<file path="config.mk">
export PLATFORM = sky130hd
export DESIGN_NAME = sync_ser_tx
export DESIGN_NICKNAME = d
export VERILOG_FILES = /design/src/rtl/sync_ser_tx_pkg.sv /design/src/rtl/ssx_tx_buf.sv /design/src/rtl/ssx_pin_sync.sv /design/src/rtl/ssx_clk_gen.sv /design/src/rtl/ssx_shifter.sv /design/src/rtl/sync_ser_tx.sv
export SDC_FILE = /design/constraint.sdc
export NUM_CORES = 1
export LEC_CHECK = 0
export ABC_AREA = 1
export BUFFER_PORTS_ARGS = -buffer_cell sky130_fd_sc_hd__buf_2
export CORE_MARGIN = 2
export CORE_UTILIZATION = 40
export DETAILED_ROUTE_END_ITERATION = 7
export GPL_ROUTABILITY_DRIVEN = 0
export PLACE_DENSITY = 0.68
export SYNTH_ARGS = -nofsm -noshare
export SYNTH_HDL_FRONTEND = slang
export SYNTH_SLANG_ARGS = --single-unit
</file>
<file path="constraint.sdc">
create_clock -name clk_i -period 1.72 [get_ports clk_i]
set_input_delay 0.172 -clock clk_i [delete_from_list [all_inputs] [get_ports clk_i]]
set_output_delay 0.172 -clock clk_i [all_outputs]
set_load 0.03 [all_outputs]
</file>
<file path="src/rtl/sync_ser_tx_pkg.sv">
package sync_ser_tx_pkg;
  typedef struct packed {
    logic fall;
    logic rise;
  } sclk_ev_t;
endpackage

</file>
<file path="src/rtl/ssx_tx_buf.sv">
module ssx_tx_buf #(
  parameter int DATA_W = 8,
  parameter int DEPTH  = 2
) (
  input  logic              clk_i,
  input  logic              rst_ni,
  input  logic              flush_i,
  input  logic              push_i,
  input  logic [DATA_W-1:0] data_i,
  input  logic              pop_i,
  output logic [DATA_W-1:0] head_o,
  output logic              empty_o,
  output logic              full_o
);
  localparam int AW = (DEPTH > 1) ? $clog2(DEPTH) : 1;
  localparam int CW = $clog2(DEPTH + 1);

  logic [DATA_W-1:0] mem [DEPTH];
  logic [AW-1:0]     wr_ptr, rd_ptr;
  logic [CW-1:0]     cnt;
  logic              do_push, do_pop;

  assign empty_o = (cnt == '0);
  assign full_o  = (cnt == CW'(DEPTH));
  assign do_push = push_i & ~full_o;
  assign do_pop  = pop_i & ~empty_o;
  assign head_o  = mem[rd_ptr];

  function automatic logic [AW-1:0] nxt(input logic [AW-1:0] p);
    return (p == AW'(DEPTH - 1)) ? '0 : p + 1'b1;
  endfunction

  always_ff @(posedge clk_i or negedge rst_ni) begin
    if (!rst_ni) begin
      wr_ptr <= '0;
      rd_ptr <= '0;
      cnt    <= '0;
    end else if (flush_i) begin
      wr_ptr <= '0;
      rd_ptr <= '0;
      cnt    <= '0;
    end else begin
      if (do_push) wr_ptr <= nxt(wr_ptr);
      if (do_pop)  rd_ptr <= nxt(rd_ptr);
      case ({do_push, do_pop})
        2'b10:   cnt <= cnt + 1'b1;
        2'b01:   cnt <= cnt - 1'b1;
        default: cnt <= cnt;
      endcase
    end
  end

  always_ff @(posedge clk_i) begin
    if (do_push && !flush_i) mem[wr_ptr] <= data_i;
  end

  p_no_overflow_r2: assert property (@(posedge clk_i) disable iff (!rst_ni)
    cnt <= CW'(DEPTH));
  p_drop_full_r2: assert property (@(posedge clk_i) disable iff (!rst_ni)
    (full_o && push_i && !pop_i && !flush_i) |=> full_o);
  p_flush_empty_r4: assert property (@(posedge clk_i) disable iff (!rst_ni)
    flush_i |=> empty_o);
endmodule

</file>
<file path="src/rtl/ssx_pin_sync.sv">
module ssx_pin_sync #(
  parameter int STAGES = 2,
  parameter bit RST_VAL = 1'b1
) (
  input  logic clk_i,
  input  logic rst_ni,
  input  logic d_i,
  output logic q_o
);
  logic [STAGES-1:0] sh;

  always_ff @(posedge clk_i or negedge rst_ni) begin
    if (!rst_ni) sh <= {STAGES{RST_VAL}};
    else         sh <= {sh[STAGES-2:0], d_i};
  end

  assign q_o = sh[STAGES-1];
endmodule

</file>
<file path="src/rtl/ssx_clk_gen.sv">
module ssx_clk_gen
  import sync_ser_tx_pkg::*;
#(
  parameter int DIV_W = 8
) (
  input  logic             clk_i,
  input  logic             rst_ni,
  input  logic             run_i,
  input  logic             busy_i,
  input  logic             start_ok_i,
  input  logic [DIV_W-1:0] div_i,
  output logic             sclk_o,
  output sclk_ev_t         ev_o
);
  logic [DIV_W-1:0] hcnt;
  logic             sclk_q, at_lim;

  assign at_lim  = (hcnt >= div_i);
  assign ev_o.fall = run_i & sclk_q & at_lim & (busy_i | start_ok_i);
  assign ev_o.rise = run_i & ~sclk_q & at_lim;
  assign sclk_o  = sclk_q;

  always_ff @(posedge clk_i or negedge rst_ni) begin
    if (!rst_ni) begin
      sclk_q <= 1'b1;
      hcnt   <= '0;
    end else if (!run_i) begin
      sclk_q <= 1'b1;
      hcnt   <= '0;
    end else if (ev_o.fall || ev_o.rise) begin
      sclk_q <= ~sclk_q;
      hcnt   <= '0;
    end else if (!at_lim) begin
      hcnt <= hcnt + 1'b1;
    end
  end

  p_idle_high_r7: assert property (@(posedge clk_i) disable iff (!rst_ni)
    !run_i |=> sclk_q);
  p_low_bounded_r8: assert property (@(posedge clk_i) disable iff (!rst_ni)
    (run_i && !sclk_q && !at_lim) |=> (!sclk_q || !run_i));
endmodule

</file>
<file path="src/rtl/ssx_shifter.sv">
module ssx_shifter
  import sync_ser_tx_pkg::*;
#(
  parameter int DATA_W = 8
) (
  input  logic              clk_i,
  input  logic              rst_ni,
  input  logic              active_i,
  input  sclk_ev_t          ev_i,
  input  logic              has_data_i,
  input  logic [DATA_W-1:0] head_i,
  output logic              busy_o,
  output logic              pop_o,
  output logic              sdo_o
);
  localparam int BW = $clog2(DATA_W);

  logic [BW-1:0] idx;
  logic          busy_q, sdo_q, last;

  assign last   = (idx == BW'(DATA_W - 1));
  assign pop_o  = active_i & busy_q & ev_i.rise & last;
  assign busy_o = busy_q;
  assign sdo_o  = sdo_q;

  always_ff @(posedge clk_i or negedge rst_ni) begin
    if (!rst_ni) begin
      busy_q <= 1'b0;
      idx    <= '0;
      sdo_q  <= 1'b1;
    end else if (!active_i) begin
      busy_q <= 1'b0;
      idx    <= '0;
      sdo_q  <= 1'b1;
    end else begin
      // data moves only on falling clock edges
      if (ev_i.fall && (busy_q || has_data_i)) begin
        sdo_q  <= head_i[idx];
        busy_q <= 1'b1;
      end
      if (ev_i.rise && busy_q) begin
        if (last) begin
          busy_q <= 1'b0;
          idx    <= '0;
        end else begin
          idx <= idx + 1'b1;
        end
      end
    end
  end

  p_entry_held_r3: assert property (@(posedge clk_i) disable iff (!rst_ni)
    busy_q |-> has_data_i);
  p_sdo_on_fall_r7: assert property (@(posedge clk_i) disable iff (!rst_ni)
    (active_i && !ev_i.fall && $past(active_i)) |=> $stable(sdo_q));
endmodule

</file>
<file path="src/rtl/sync_ser_tx.sv">
module sync_ser_tx
  import sync_ser_tx_pkg::*;
#(
  parameter int DATA_W = 8,
  parameter int DEPTH  = 2,
  parameter int DIV_W  = 8,
  parameter int SYNC_N = 2
) (
  input  logic              clk_i,
  input  logic              rst_ni,
  input  logic              wr_en_i,
  input  logic [DATA_W-1:0] wr_data_i,
  input  logic              tx_en_i,
  input  logic              rx_en_i,
  input  logic              master_i,
  input  logic [DIV_W-1:0]  div_i,
  output logic              buf_space_o,
  output logic              sdo_o,
  input  logic              sclk_i,
  output logic              sclk_o,
  output logic              sclk_oe_o,
  input  logic              rdy_i,
  output logic              rdy_o,
  output logic              rdy_oe_o
);
  logic              active, run_m, empty, full, busy, pop;
  logic              rdy_s, sclk_s, sclk_prev;
  logic [DATA_W-1:0] head;
  sclk_ev_t          gen_ev, pin_ev, ev;

  // receive enable wins over transmit enable (shared clock line)
  assign active = tx_en_i & ~rx_en_i;
  assign run_m  = active & master_i;

  ssx_tx_buf #(.DATA_W(DATA_W), .DEPTH(DEPTH)) u_buf (
    .clk_i, .rst_ni,
    .flush_i (~active),
    .push_i  (wr_en_i & active),
    .data_i  (wr_data_i),
    .pop_i   (pop),
    .head_o  (head),
    .empty_o (empty),
    .full_o  (full)
  );

  ssx_pin_sync #(.STAGES(SYNC_N), .RST_VAL(1'b1)) u_rdy_sync (
    .clk_i, .rst_ni, .d_i(rdy_i), .q_o(rdy_s)
  );
  ssx_pin_sync #(.STAGES(SYNC_N), .RST_VAL(1'b1)) u_sclk_sync (
    .clk_i, .rst_ni, .d_i(sclk_i), .q_o(sclk_s)
  );

  always_ff @(posedge clk_i or negedge rst_ni) begin
    if (!rst_ni) sclk_prev <= 1'b1;
    else         sclk_prev <= sclk_s;
  end

  assign pin_ev.fall = active & ~master_i & sclk_prev & ~sclk_s;
  assign pin_ev.rise = active & ~master_i & ~sclk_prev & sclk_s;

  ssx_clk_gen #(.DIV_W(DIV_W)) u_clk_gen (
    .clk_i, .rst_ni,
    .run_i      (run_m),
    .busy_i     (busy),
    .start_ok_i (~empty & ~rdy_s),
    .div_i,
    .sclk_o,
    .ev_o       (gen_ev)
  );

  assign ev = master_i ? gen_ev : pin_ev;

  ssx_shifter #(.DATA_W(DATA_W)) u_shift (
    .clk_i, .rst_ni,
    .active_i   (active),
    .ev_i       (ev),
    .has_data_i (~empty),
    .head_i     (head),
    .busy_o     (busy),
    .pop_o      (pop),
    .sdo_o
  );

  assign buf_space_o = ~full;
  assign sclk_oe_o   = run_m;
  assign rdy_oe_o    = active & ~master_i;
  assign rdy_o       = empty;

  p_rx_lock_r5: assert property (@(posedge clk_i) disable iff (!rst_ni)
    rx_en_i |=> (empty || !rx_en_i));
  p_pin_dir_r6: assert property (@(posedge clk_i) disable iff (!rst_ni)
    $onehot0({sclk_oe_o, rdy_oe_o}));
  p_slave_rdy_r9: assert property (@(posedge clk_i) disable iff (!rst_ni)
    (rdy_oe_o && busy) |-> !rdy_o);
endmodule

</file>
==> Word level (Yosys, flattened, before mapping) <==
Memories as Yosys holds them, arrays and structs flattened.
Index checks and enable logic that the tools add are counted.
{ "totals": {"reg_bits": 23, "ram_bits": 16, "out_inout_bits": 6, "wordCells": 92, "mem_count": 1} }
{ "mem_list": {"columns": ["name", "depth", "width", "rd", "rd_ports_with_merged_regs", "write_ports", "line_no", "source"], "rows": [
  ["u_buf.mem", 2, 8, 1, 0, 1, "ssx_tx_buf.sv:18", "logic [DATA_W-1:0] mem [DEPTH];"]
]} }
{ "op_classes": {"add_sub_neg": 6, "order_cmp": 2, "eq_ne": 11, "muxes": 27, "bitwise_logic": 28, "reduce_logical": 6} }
{ "ops": {"columns": ["op", "n"], "rows": [
  ["8-bit two-way mux", 3],
  ["1-bit AND", 19],
  ["1-bit two-way mux", 17],
  ["3-bit two-way mux", 3],
  ["8-bit by 1-bit adder with 8-bit output, second input constant", 1],
  ["8-bit greater-or-equal comparator", 1],
  ["2-bit by 1-bit inequality test with 1-bit output, second input constant", 4],
  ["1-bit NOT", 8],
  ["2-bit equality test, second input constant", 2],
  ["3-bit by 4-bit less-than comparator with 1-bit output, second input constant", 1],
  ["2-bit two-way mux", 2],
  ["2-bit one-hot mux with 2 select lines", 1],
  ["3-bit by 1-bit adder with 3-bit output, second input constant", 1],
  ["1-bit binary-select mux with 3-bit select", 1],
  ["3-bit equality test, second input constant", 1],
  ["1-bit logical AND", 3],
  ["3-bit by 1-bit inequality test with 1-bit output, second input constant", 1],
  ["3-bit inequality test, second input constant", 1],
  ["1-bit adder, second input constant", 2],
  ["2-bit by 1-bit adder with 2-bit output, second input constant", 1],
  ["2-bit by 1-bit equality test with 1-bit output, second input constant", 1],
  ["2-bit zero test", 1],
  ["1-bit logical OR", 2],
  ["2-bit inequality test, second input constant", 1],
  ["2 further kinds", 2]
]} }

==> Longest topological paths before layout <==
{ "depth": {"depth_word": 13, "depth_mapped": 17, "depth_no_buf": 17} }

==> Modules after synthesis <==
Synthesis repeated with hierarchy kept, for this count alone.
{ "unflattened": {"cells_unflattened": 261, "hier_area_um2": 2185.8} }
{ "by_module_without_submodules": {"columns": ["mod", "n_inst", "cells_per_inst", "area_per_inst_um2", "seq_area_each_um2"], "rows": [
  ["ssx_tx_buf", 1, 78, 837.1, 580.6],
  ["ssx_clk_gen", 1, 105, 783.3, 226.5],
  ["ssx_shifter", 1, 52, 337.8, 126.4],
  ["sync_ser_tx", 1, 22, 122.6, 26.3],
  ["ssx_pin_sync", 2, 2, 52.6, 52.6]
]} }

==> Worst setup path before layout <==
Ideal clock, no wire load.
{ "synth_timing": {"kind": "reg-to-reg", "start": "reg u_buf.cnt[0]", "end": "mem u_buf.mem[0][0] (enable)", "setup_ns": 0.370, "arrival_time_ns": 1.398, "slack_ns": -0.049, "path_stages_with_launch": 7, "n_path_buf": 0, "period_less_slack_ns": 1.769, "path_cell_list": "dfrtp_1 > inv_1 > nand2_1 > nand2_1 > nor2_1 > inv_1 > nor2_1"} }
{ "synth_between": {"elab_chain_cells": 6} }
{ "synth_rtl": {"columns": ["item", "line_no", "source"], "rows": [
  ["start, declared", "ssx_tx_buf.sv:20", "logic [CW-1:0] cnt;"],
  ["start signal, assigned", "ssx_tx_buf.sv:46", "2'b10: cnt <= cnt + 1'b1;"],
  ["start signal, assigned", "ssx_tx_buf.sv:47", "2'b01: cnt <= cnt - 1'b1;"],
  ["start signal, assigned", "ssx_tx_buf.sv:48", "default: cnt <= cnt;"],
  ["2-bit equality test", "ssx_tx_buf.sv:24", "assign full_o = (cnt == CW'(DEPTH));"],
  ["1-bit NOT", null, null],
  ["via buf_space_o", "sync_ser_tx.sv:17", "output logic buf_space_o,"],
  ["1-bit AND", "ssx_tx_buf.sv:25", "assign do_push = push_i & ~full_o;"],
  ["1-bit logical AND", "ssx_tx_buf.sv:54", "if (do_push && !flush_i) mem[wr_ptr] <= data_i;"],
  ["1-bit two-way mux", "ssx_tx_buf.sv:54", null],
  ["1-bit two-way mux (implied by the code)", "ssx_tx_buf.sv:54", null],
  ["end, declared", "ssx_tx_buf.sv:18", null]
]} }
The timed path passes the listed nets, and every way through them passes these cells.

==> Worst setup path after layout <==
{ "layout_timing": {"start": "reg u_clk_gen.hcnt[3]", "end": "reg u_shift.sdo_q (netlist: u_shift.sdo_o)"} }
{ "layout_between": {"elab_chain_cells": 6} }
{ "layout_rtl": {"columns": ["item", "line_no", "source"], "rows": [
  ["start, declared", "ssx_clk_gen.sv:15", "logic [DIV_W-1:0] hcnt;"],
  ["start signal, assigned", "ssx_clk_gen.sv:34", "hcnt <= hcnt + 1'b1;"],
  ["8-bit greater-or-equal comparator", "ssx_clk_gen.sv:18", "assign at_lim = (hcnt >= div_i);"],
  ["1-bit AND (2 in series)", "ssx_clk_gen.sv:19", "assign ev_o.fall = run_i & sclk_q & at_lim & (busy_i | start_ok_i);"],
  ["2-bit two-way mux", "sync_ser_tx.sv:71", "assign ev = master_i ? gen_ev : pin_ev;"],
  ["1-bit logical AND", "ssx_shifter.sv:37", "if (ev_i.fall && (busy_q || has_data_i)) begin"],
  ["2-bit by 1-bit inequality test with 1-bit output (no line)", null, null],
  ["end signal, assigned", "ssx_shifter.sv:38", "sdo_q <= head_i[idx];"],
  ["end, declared", "ssx_shifter.sv:19", "logic busy_q, sdo_q, last;"]
]} }
No other way between the ends.
A chain may end at the register's enable or synchronous reset.

==> qor.txt <==
=================================================================================================================
Arithmetic-cell share of the synthesized area counting full adders, half adders and majority gates .        6.60%
Post-detailed-route wirelength per cell ............................................................      11.5 um
Average cell area after synthesis ..................................................................     9.27 um2
Count of different cell masters after synthesis ....................................................           34
Cell type of the slowest stage on the worst timing path ............................................ sky130_fd_sc_hd__dfrtp_1
Critical path endpoint category ....................................................................     register
Routed WL ..........................................................................................      4140 um
All-Layer GR Usage .................................................................................        14.1%
Hold WC Path Type ..................................................................................       in2reg
Number of standard-cell rows in the floorplan ......................................................           26
Number of inserted diodes ..........................................................................            0
Area of the multi-input gates ......................................................................     1020 um2
Fraction of post-synthesis cell area in the top cell type by area ..................................        23.0%
Top achievable clock speed .........................................................................    0.546 GHz
Iteration-0 DRC count of the detailed router .......................................................           55
EDFF count, synth ..................................................................................           16
Synthesized area ...................................................................................     2090 um2
Count of vias placed by the detailed router ........................................................         1705
Pwr/cell area ......................................................................................   732 nW/um2
XOR/XNOR share of the synthesized area .............................................................        2.10%
Post-synthesis simple-gate area fraction ...........................................................        24.7%
Violations in the final reports .................................................................... setup timing
Via density per instance ...........................................................................         4.72
Normalized max-slew margin .........................................................................        65.1%
Final worst path period share ......................................................................         106%
Count of pins on the block boundary ................................................................           30
CTS root buf ....................................................................................... sky130_fd_sc_hd__clkbuf_8
Syn Inst Count .....................................................................................          225
Yosys reg bits .....................................................................................           39
Async S/R FF share, synth ..........................................................................        59.0%
Number of design rule violations left after detail routing .........................................            0
Worst slack at placement ...........................................................................   -0.0926 ns
WP data required ...................................................................................      1.93 ns
Most area-hungry cell type in the Yosys netlist .................................................... sky130_fd_sc_hd__edfxtp_1
Tmin final .........................................................................................      1.83 ns
Top cells by area in the synthesized netlist ....................................................... sky130_fd_sc_hd__edfxtp_1 (23%), sky130_fd_sc_hd__dfrtp_1 (19%), sky130_fd_sc_hd__dfstp_2 (8.8%)
Count of endpoints failing setup in the final report ...............................................           10
Primary FF master, synth ........................................................................... sky130_fd_sc_hd__edfxtp_1
Clock tree from TritonCTS ..........................................................................          yes
1st-pass router iterations .........................................................................            4
Vias in the first global route .....................................................................         1579
Setup ws final .....................................................................................    -0.111 ns
Clk buf depth ......................................................................................            2
Layout net count ...................................................................................          325
HPWL after DPL .....................................................................................      2850 um
Syn. warnings ......................................................................................            0
Critical path cell sequence ........................................................................ ha_4 -> nand2_2 -> nor2_1 -> nor2_1 -> nand2_1 -> nand2_2 -> nand2_4 -> buf_4 -> nand4_1 -> o21ai_1 -> nand2_1 -> nand2_1 -> nand3_1
Height of the die ..................................................................................      76.2 um
Clock transition at path regs ......................................................................      0.08 ns
Maximum VDD drop ...................................................................................       443 uV
Number of antenna-violating nets in the routed design ..............................................            0
Nature of the critical path startpoint .............................................................     register
Final slew viol count ..............................................................................            0
Sum of overflow across all layers after global routing .............................................            0
Most repeated library cell on the critical path .................................................... sky130_fd_sc_hd__nand2_1
Combinational family with the most area after synthesis ............................................ simple AND/OR/NAND/NOR gates
First-pass GRT wire length .........................................................................      6630 um
Core Box Area ......................................................................................     5070 um2
Fraction of layout cells with a size suffix above 1 ................................................        38.8%
Final std cells w/o fill ...........................................................................          361
H-tree Lvls ........................................................................................            2
DP Cell Count ......................................................................................          340
Initial Utilization ................................................................................        41.1%
Die X-Extent .......................................................................................      76.2 um
Max capacitance violation total ....................................................................            0
Sequential standard cell area ......................................................................     1060 um2
Clock buffer count from CTS ........................................................................            5
Critical path peak fanout ..........................................................................            3
Port Buf Inserts ...................................................................................           29
Worst setup path class .............................................................................      reg2reg
Worst hold slack across all endpoints ..............................................................    0.0692 ns
Clock skew after layout ............................................................................   0.00566 ns
Setup TNS Final ....................................................................................    -0.445 ns
Leakage power ......................................................................................      1.34 nW
Area fraction in compound gates after synthesis ....................................................        9.06%
Multiplexer area fraction after synthesis ..........................................................           0%
Worst stage delay on the critical path .............................................................      0.42 ns
Fill cell instance count of the final layout .......................................................          460
Critical Path AT ...................................................................................      2.04 ns
Proportion of synthesized chip area in sequential cells ............................................        51.0%
Layout Area Growth over Synthesis ..................................................................        35.3%
Initial antenna violation count ....................................................................            0
Clk sink count .....................................................................................           39
Pin count of the biggest net entering global routing ...............................................           24
Synthesized netlist net count ......................................................................          260
Setup repair after global routing missed its margin ................................................         true
Floorplan die area .................................................................................     5810 um2
Result of the run .................................................................................. finished, violations left
Clock insertion delay at the later pin of the skew report ..........................................      0.29 ns
Actual slew at the worst max-slew pin ..............................................................     0.524 ns
Count of endpoints failing hold in the final timing report .........................................            0
=================================================================================================================
## repair_timing
item,CTS,global route
gates cloned,1,0
pin swaps,3,6
hold buffers,3,0
setup buffers,5,4
endpoints found under the setup margin,13,16
resized for setup,7,22
endpoints found under the hold margin,18,0
## flip-flops by register name, indices dropped and copies added, names as in the netlist
register	count
u_buf.mem	16
u_clk_gen.hcnt	8
u_shift.idx	3
u_buf.cnt	2
u_rdy_sync.sh	2
u_sclk_sync.sh	2
sclk_prev	1
u_buf.rd_ptr	1
u_buf.wr_ptr	1
u_clk_gen.sclk_o	1
u_shift.busy_o	1
u_shift.sdo_o	1
## report_power, final
group / switching, W / internal [W]
sequential: 0.0000111 / 0.000994
combinational: 0.000103 / 0.0000716
clock: 0.000306 / 0.000580
total: 0.000420 / 0.00165
## worst max-delay path, delay by kind of cell (launching register included)
kind                     cells  cell delay, ns
flip-flops                   1            0.42
buffers and inverters        1            0.13
AND/OR/NAND/NOR             10            0.78
AO/OA/AOI/OAI                1            0.14
adder cells (fa/ha/maj)      1            0.28
## layout make-up
| cell class | count | area share, % |
|---|---|---|
| inverter | 33 | 4.57 |
| clock buffer | 6 | 2.57 |
| clock inverter | 2 | 2.13 |
| timing repair buffer | 59 | 13.8 |
| tap | 70 | 3.10 |
| sequential | 39 | 37.7 |
| multi-input combinational | 152 | 36.1 |
## per-layer routing
layer	GRT usage (%)	wire (um)	up-vias	share of wire, %
met4	5.27	82	0	2.0
met3	3.44	146	9	3.5
met1	16.3	1710	794	41
met2	25.2	2200	31	53
li1	-	-	871	-
met5	0	0	-	0
## logic make-up after synthesis
| logic type | count (synthesis) |
|---|---|
| and+or+nand+nor | 104 |
| DFF | 39 |
| buffers and inverters | 35 |
| AOI/OAI and AO/OA | 31 |
| adders and majority gates | 11 |
| xor gates and xnor gates | 5 |
## per-stage QoR
stage | total power [W] | area [um2] | utilization, %
2_1_floorplan | 0.00110 | 2090 | -
3_5_place_dp | 0.00118 | 2450 | 48.2
6_report | 0.00207 | 2820 | 55.6
3_3_place_gp | 0.00117 | 2450 | 48.2
5_1_grt | 0.00215 | 2820 | 55.6
4_1_cts | 0.00207 | 2690 | 52.9
## final timing paths
| kind | slack [ns] | cells after the start | endpoint | from |
|---|---|---|---|---|
| worst max-delay path | -0.11 | 13 | u_shift.sdo_o$_DFFE_PN1P_ | u_clk_gen.hcnt[3]$_DFFE_PN0P_ |
| worst min-delay path | 0.07 | 1 | u_buf.mem[0][2]$_DFFE_PP_ | wr_data_i[2] |
| worst max register to register | -0.11 | 13 | u_shift.sdo_o$_DFFE_PN1P_ | u_clk_gen.hcnt[3]$_DFFE_PN0P_ |
| max in group asynchronous | 0.96 | 2 | sclk_prev$_DFF_PN1_ | rst_ni |
| worst min register to register | 0.36 | 0 | u_rdy_sync.sh[1]$_DFF_PN1_ | u_rdy_sync.sh[0]$_DFF_PN1_ |
| min in group asynchronous | 0.39 | 2 | u_clk_gen.hcnt[0]$_DFFE_PN0P_ | rst_ni |
## cells in the final DEF, fill, tap and decap left out, types with 3 or more instances in the layout
cell,count
sky130_fd_sc_hd__xor2_1,3
sky130_fd_sc_hd__nor2_1,23
sky130_fd_sc_hd__o21ai_1,6
sky130_fd_sc_hd__nor2_2,5
sky130_fd_sc_hd__clkbuf_8,5
sky130_fd_sc_hd__nand3_1,9
sky130_fd_sc_hd__ha_1,9
sky130_fd_sc_hd__dfstp_2,7
sky130_fd_sc_hd__a21oi_2,3
sky130_fd_sc_hd__nand2_4,5
sky130_fd_sc_hd__inv_2,6
sky130_fd_sc_hd__edfxtp_1,16
sky130_fd_sc_hd__buf_2,29
sky130_fd_sc_hd__dlygate4sd3_1,3
sky130_fd_sc_hd__o21ai_0,8
sky130_fd_sc_hd__a21oi_1,3
sky130_fd_sc_hd__nand4_1,3
sky130_fd_sc_hd__buf_4,24
sky130_fd_sc_hd__dfrtp_1,16
sky130_fd_sc_hd__nand2_2,5
sky130_fd_sc_hd__inv_1,25
sky130_fd_sc_hd__buf_6,3
sky130_fd_sc_hd__nand2_1,44
## synth_stat cells (2+ instances only)
master	number
sky130_fd_sc_hd__nor3_1	2
sky130_fd_sc_hd__inv_1	26
sky130_fd_sc_hd__o32ai_1	2
sky130_fd_sc_hd__a21oi_1	7
sky130_fd_sc_hd__o21ai_1	7
sky130_fd_sc_hd__inv_2	6
sky130_fd_sc_hd__nand2_1	47
sky130_fd_sc_hd__nor2_4	2
sky130_fd_sc_hd__nand3_1	12
sky130_fd_sc_hd__dfrtp_1	16
sky130_fd_sc_hd__ha_1	11
sky130_fd_sc_hd__xnor2_1	2
sky130_fd_sc_hd__o21ai_0	9
sky130_fd_sc_hd__dfstp_2	7
sky130_fd_sc_hd__nand2_2	4
sky130_fd_sc_hd__nand2_4	2
sky130_fd_sc_hd__xor2_1	3
sky130_fd_sc_hd__nor2_1	27
sky130_fd_sc_hd__edfxtp_1	16
sky130_fd_sc_hd__nand4_1	3
Note: power is estimated with default switching activity, not from simulation.
